<file path="config.mk">
export PLATFORM = sky130hd
export DESIGN_NAME = bpred_corr
export DESIGN_NICKNAME = d
export VERILOG_FILES = /design/src/rtl/bpred_pkg.sv /design/src/rtl/bpred_ctrl.sv /design/src/rtl/bpred_satctr.sv /design/src/rtl/bpred_table.sv /design/src/rtl/bpred_corr.sv
export SDC_FILE = /design/constraint.sdc
export NUM_CORES = 1
export LEC_CHECK = 0
export ABC_CLOCK_PERIOD_IN_PS = 4000
export BUFFER_PORTS_ARGS = -buffer_cell sky130_fd_sc_hd__clkbuf_2
export CORE_ASPECT_RATIO = 1.25
export CORE_MARGIN = 3
export CORE_UTILIZATION = 55
export CTS_BUF_LIST = sky130_fd_sc_hd__clkbuf_2 sky130_fd_sc_hd__clkbuf_4 sky130_fd_sc_hd__clkbuf_8
export CTS_CLUSTER_DIAMETER = 200
export DETAILED_ROUTE_END_ITERATION = 8
export PLACE_DENSITY_LB_ADDON = 0.3
export SYNTH_ARGS = -nofsm -noshare
export SYNTH_HDL_FRONTEND = slang
export SYNTH_HIERARCHICAL = 1
export SYNTH_SLANG_ARGS = --single-unit
</file>
<file path="constraint.sdc">
create_clock -name clk -period 4 [get_ports clk]
set_clock_uncertainty 0.15 [all_clocks]
set_input_delay 0.2 -clock clk [delete_from_list [all_inputs] [get_ports clk]]
set_output_delay 0.2 -clock clk [all_outputs]
set_load 0.005 [all_outputs]
</file>
<file path="src/rtl/bpred_pkg.sv">
package bpred_pkg;

  // Strobes from the control half to the counter table.
  typedef struct packed {
    logic trainEn;  // a resolved branch trains one counter this edge
    logic trainUp;  // direction of the step: 1 toward taken
  } trainStrobe_t;

endpackage

</file>
<file path="src/rtl/bpred_ctrl.sv">
module bpred_ctrl
  import bpred_pkg::*;
#(
  parameter int IDX_W    = 4,
  parameter int HIST_LEN = 2
) (
  input  logic                      clk,
  input  logic                      rstN,
  input  logic [IDX_W-1:0]          lookupIdx,
  input  logic                      updValid,
  input  logic [IDX_W-1:0]          updIdx,
  input  logic                      updTaken,
  output trainStrobe_t              strb,
  output logic [IDX_W+HIST_LEN-1:0] rdRow,
  output logic [IDX_W+HIST_LEN-1:0] wrRow,
  output logic [HIST_LEN-1:0]       histQ
);

  logic [HIST_LEN-1:0] histNext;

  // The newest outcome always lands in bit 0; older ones move up.
  generate
    if (HIST_LEN == 1) begin : g_histOne
      always_comb histNext = updTaken;
    end else begin : g_histMany
      always_comb histNext = {histQ[HIST_LEN-2:0], updTaken};
    end
  endgenerate

  always_ff @(posedge clk) begin
    if (!rstN) begin
      histQ <= '0;
    end else if (updValid) begin
      histQ <= histNext;
    end
  end

  // Both ports read the history as it stands before the edge.
  always_comb begin
    rdRow        = {lookupIdx, histQ};
    wrRow        = {updIdx, histQ};
    strb.trainEn = updValid;
    strb.trainUp = updTaken;
  end

endmodule

</file>
<file path="src/rtl/bpred_satctr.sv">
module bpred_satctr #(
  parameter int CTR_W = 2
) (
  input  logic             clk,
  input  logic             rstN,
  input  logic             stepEn,
  input  logic             stepUp,
  output logic [CTR_W-1:0] ctrQ
);

  localparam logic [CTR_W-1:0] CTR_MAX  = {CTR_W{1'b1}};
  localparam logic [CTR_W-1:0] CTR_INIT = {1'b0, {(CTR_W-1){1'b1}}};

  always_ff @(posedge clk) begin
    if (!rstN) begin
      ctrQ <= CTR_INIT;
    end else if (stepEn) begin
      if (stepUp) begin
        if (ctrQ != CTR_MAX) ctrQ <= ctrQ + 1'b1;
      end else begin
        if (ctrQ != '0) ctrQ <= ctrQ - 1'b1;
      end
    end
  end

endmodule

</file>
<file path="src/rtl/bpred_table.sv">
module bpred_table
  import bpred_pkg::*;
#(
  parameter int ROW_W = 6,
  parameter int CTR_W = 2
) (
  input  logic                           clk,
  input  logic                           rstN,
  input  trainStrobe_t                   strb,
  input  logic [ROW_W-1:0]               rdRow,
  input  logic [ROW_W-1:0]               wrRow,
  output logic                           predTaken,
  output logic [(1<<ROW_W)*CTR_W-1:0]    ctrFlat
);

  localparam int NUM_ROW = 1 << ROW_W;

  logic [CTR_W-1:0] ctrArr [NUM_ROW];
  logic [CTR_W-1:0] rdVal;

  generate
    for (genvar i = 0; i < NUM_ROW; i++) begin : g_row
      logic hitWr;
      assign hitWr = strb.trainEn && (wrRow == ROW_W'(i));

      bpred_satctr #(.CTR_W(CTR_W)) ctrI (
        .clk    (clk),
        .rstN   (rstN),
        .stepEn (hitWr),
        .stepUp (strb.trainUp),
        .ctrQ   (ctrArr[i])
      );

      assign ctrFlat[i*CTR_W +: CTR_W] = ctrArr[i];
    end
  endgenerate

  // Combinational read of registered state: a same-cycle write is not seen.
  always_comb begin
    rdVal     = ctrArr[rdRow];
    predTaken = rdVal[CTR_W-1];
  end

endmodule

</file>
<file path="src/rtl/bpred_corr.sv">
module bpred_corr
  import bpred_pkg::*;
#(
  parameter int IDX_W    = 4,
  parameter int HIST_LEN = 2,
  parameter int CTR_W    = 2
) (
  input  logic               clk,
  input  logic               rstN,
  input  logic [IDX_W+1:2]   lookupPc,
  output logic               predTaken,
  input  logic               updValid,
  input  logic [IDX_W+1:2]   updPc,
  input  logic               updTaken
);

  localparam int ROW_W   = IDX_W + HIST_LEN;
  localparam int NUM_ROW = 1 << ROW_W;

  trainStrobe_t               strb;
  logic [ROW_W-1:0]           rdRow;
  logic [ROW_W-1:0]           wrRow;
  logic [HIST_LEN-1:0]        histQ;
  logic [NUM_ROW*CTR_W-1:0]   ctrFlat;

  bpred_ctrl #(.IDX_W(IDX_W), .HIST_LEN(HIST_LEN)) ctrlI (
    .clk       (clk),
    .rstN      (rstN),
    .lookupIdx (lookupPc),
    .updValid  (updValid),
    .updIdx    (updPc),
    .updTaken  (updTaken),
    .strb      (strb),
    .rdRow     (rdRow),
    .wrRow     (wrRow),
    .histQ     (histQ)
  );

  bpred_table #(.ROW_W(ROW_W), .CTR_W(CTR_W)) tableI (
    .clk       (clk),
    .rstN      (rstN),
    .strb      (strb),
    .rdRow     (rdRow),
    .wrRow     (wrRow),
    .predTaken (predTaken),
    .ctrFlat   (ctrFlat)
  );

endmodule

</file>
==> qor.csv <==
stage,metric,value,unit
global_route,vias in the first global route,5971,
power_and_ir_drop,post-route total power,2.80,mW
yosys,Mapped Area,7290,um2
worst_setup_path,Critical R2R Launch,ctrlI/histQ[1],
detailed_routing,Post-DRT Antenna Nets,0,
sta,Setup TNS Final,0,ns
worst_setup_path,slowest CP cell,dfxtp_1,
worst_setup_path,worst path required time,3.65,ns
yosys,synthesized flop and latch total,130,
sta,PnR worst setup slack,0.687,ns
yosys,Post-Syn Instances,989,
placement,port bufs,12,
detailed_routing,Initial DRC Count,632,
cts,PostCTS Resize Cnt,0,
yosys,"Seq/Total Area, Yosys",35.7,%
sta,fmax,302,MHz
cts,H-tree depth,4,
cts,CTS root buf,clkbuf_8,
power_and_ir_drop,Clk pwr share,37.8,%
die,chip width,109,um
yosys,warnings from Yosys,6,
sta,Slew headroom,39.1,%
layout,final instance area,7860,um2
layout,fraction of layout cells with a size suffix above 1,5.91,%
worst_setup_path,CP Capture Point,predTaken,
worst_setup_path,"reg-to-reg slack, setup",1.50,ns
cts,# Post-CTS Setup Buffers,0,
placement,Place WS,1.19,ns
sta,RSZ-0062 raised after global routing,false,
worst_setup_path,crit path launch,ctrlI/histQ[1],
detailed_routing,final WL,16900,um
detailed_routing,WL/cell,14.3,um
die,DIE HEIGHT,135,um
power_and_ir_drop,Worst VDD drop,183,uV
sta,fin crit share,82.8,%
cts,worst skew pair latency,0.45,ns
cts,"Reg clk slew, reported paths",0.07,ns
cts,CTS Sinks,130,
sta,count of final hold-check violations,0,
power_and_ir_drop,cell-internal power,2.06,mW
global_route,largest net degree at the start of global routing,96,
sta,fin crit period,3.31,ns
die,die area,14700,um2
worst_setup_path,CP Max Fanout,21,
yosys,Post-Syn Area per Cell,7.37,um2
die,Rows,46,
layout,Nets,1016,
die,I/O pin cnt,13,
power_and_ir_drop,sequential power share,51.8,%
hold_path,HP Class,in2reg,
detailed_routing,DRC errors left,0,
power_and_ir_drop,leak pwr,3.34,nW
worst_setup_path,Worst Reg-to-Reg Cells,6,
layout,Layout area overhead,7.76,%
cts,CTS tree,done,
detailed_routing,drt first pass iters,5,
placement,Final HPWL DP,10900,um
worst_setup_path,"Largest stage delay, worst path",0.82,ns
worst_setup_path,WP data arrival,2.96,ns
yosys,net count after synthesis,1001,
yosys,Unique masters post-synth,26,
placement,GPL Wtd Cong,0.829,
power_and_ir_drop,power per cell area,357,nW/um2
detailed_routing,Vias,6843,
worst_setup_path,CP endpoint kind,output pin,
global_route,gr usage total,23.7,%
sta,count of final setup violators,0,
worst_setup_path,FF-to-FF End,tableI/g_row[42].ctrI/ctrQ[0],
status,status,"finished, final reports clean",
placement,Post-Place Cell Area,7480,um2
detailed_routing,routed vias/inst,5.78,
worst_setup_path,crit path cell chain,"mux4_1, mux4_2, or2_0, a32o_1, clkbuf_2",
die,Core Footprint,12800,um2
cts,CTS max path bufs,2,
cts,number of buffers created by CTS,17,
layout,diode count,0,
worst_setup_path,CP Launch Type,flip-flop,
power_and_ir_drop,P_sw,741,uW
die,initial core utilization,56.8,%
placement,Placed Cells,1152,
cts,Hold Buf Count CTS,1,
power_and_ir_drop,Sw Ratio,26.5,%
global_route,initial antenna violation count,0,
run,number of max-cap violations,0,
layout,post-route insts no fill,1183,
global_route,GRT overflow,0,
sta,worst slew pin tran,0.911,ns
sta,Pins Over Slew Limit,0,
global_route,global-route wire length before repair,27800,um
worst_setup_path,WS Path Type,reg2out,
power_and_ir_drop,Comb pwr share,10.5,%
## state kept, by name, indices dropped and copies added, names as in the netlist
name,cells
tableI/g_row.ctrI/ctrQ,128
ctrlI/histQ,2
## worst min path at each step
stage	from	endpoint	slack, ns	cells past startpoint
CTS	rstN	tableI/g_row[7].ctrI/ctrQ[0]	0.12	2
detailed placement	tableI/g_row[46].ctrI/ctrQ[1]	tableI/g_row[46].ctrI/ctrQ[1]	0.34	2
global route	rstN	tableI/g_row[3].ctrI/ctrQ[0]	0.16	2
floorplan	rstN	tableI/g_row[0].ctrI/ctrQ[0]	0.13	1
global placement	tableI/g_row[54].ctrI/ctrQ[1]	tableI/g_row[54].ctrI/ctrQ[1]	0.34	2
finish	rstN	tableI/g_row[7].ctrI/ctrQ[0]	0.14	2
## through the flow
| step | util (%) | hold slack (ns) |
|---|---|---|
| after floorplan | - | 0.130 |
| after global routing | 61.2 | 0.164 |
| final | 61.2 | 0.139 |
| after detailed placement | 58.3 | 0.344 |
| after CTS | 61.2 | 0.123 |
| after global placement | 58.3 | 0.342 |
## Yosys cell counts
cell type | count | area [um2]
nand4_1 | 2 | 12.5
buf_6 | 1 | 11.3
or2_0 | 65 | 407
a21boi_0 | 1 | 7.51
or3b_2 | 1 | 8.76
nor2b_1 | 72 | 450
and2b_1 | 1 | 7.51
nor2_1 | 132 | 495
a22oi_1 | 2 | 15.0
buf_1 | 1 | 3.75
nand3_1 | 11 | 55.1
a21o_1 | 64 | 480
clkbuf_1 | 7 | 26.3
nand2_1 | 203 | 762
mux4_2 | 10 | 225
buf_4 | 14 | 105
a41oi_1 | 1 | 8.76
a32o_1 | 1 | 10.0
a21oi_1 | 129 | 646
o22ai_1 | 64 | 400
mux2i_1 | 2 | 20.0
o21ai_1 | 64 | 320
mux4_1 | 7 | 184
nand3b_1 | 3 | 22.5
buf_2 | 1 | 5.00
dfxtp_1 | 130 | 2600
## cell usage in the layout (no fill, tap or decap), drive strengths merged, types with 2 or more instances in the layout
| master | Yosys | layout |
|---|---|---|
| or2 | 65 | 65 |
| a21o | 64 | 64 |
| dfxtp | 130 | 130 |
| nor2b | 72 | 72 |
| o22ai | 64 | 64 |
| o21ai | 64 | 64 |
| nor2 | 132 | 132 |
| mux2i | 2 | 2 |
| mux4 | 17 | 17 |
| clkinv | 0 | 5 |
| nand3 | 11 | 11 |
| nand2 | 203 | 203 |
| a21oi | 129 | 129 |
| clkbuf | 7 | 34 |
| nand3b | 3 | 3 |
| nand4 | 2 | 2 |
| a22oi | 2 | 2 |
| buf | 17 | 9 |
## power groups by stage
| stage | logic, mW | registers [mW] | clock network [mW] |
|---|---|---|---|
| final | 0.293 | 1.45 | 1.06 |
| after detailed placement | 0.288 | 1.48 | 0 |
| after CTS | 0.290 | 1.45 | 1.08 |
| after floorplan | 0.221 | 1.45 | 0 |
| after global placement | 0.283 | 1.48 | 0 |
| after global routing | 0.326 | 1.46 | 1.13 |
## cell type report
cell class	count	area (um2)
clock inverter	6	55.1
timing repair buffer	20	140
fill	1153	4980
clock buffer	24	312
tap	168	210
multi-input combinational	835	4540
sequential	130	2600
## critical path: cells and delay by family (launching register included)
family,cells,cell delay (ns)
mux,2,1.13
flops,1,0.82
simple gates,1,0.23
compound gates,1,0.21
buf+inv,1,0.12
## kinds of logic after synthesis
| group | count (synthesis) | synth area share, % |
|---|---|---|
| AOI/OAI and AO/OA | 326 | 25.9 |
| and+or+nand+nor | 490 | 30.5 |
| muxes | 19 | 5.89 |
| buffers and inverters | 24 | 2.08 |
| DFF | 130 | 35.7 |
## per-layer routing
layer | part of all wire, % | wire, um | track usage, %
met5 | 0 | 0 | 0
met4 | 2.7 | 456 | 10.2
met3 | 4.7 | 793 | 5.40
met2 | 48 | 8070 | 37.9
met1 | 45 | 7580 | 30.4
No activity file was read; power rests on OpenSTA's default activity.
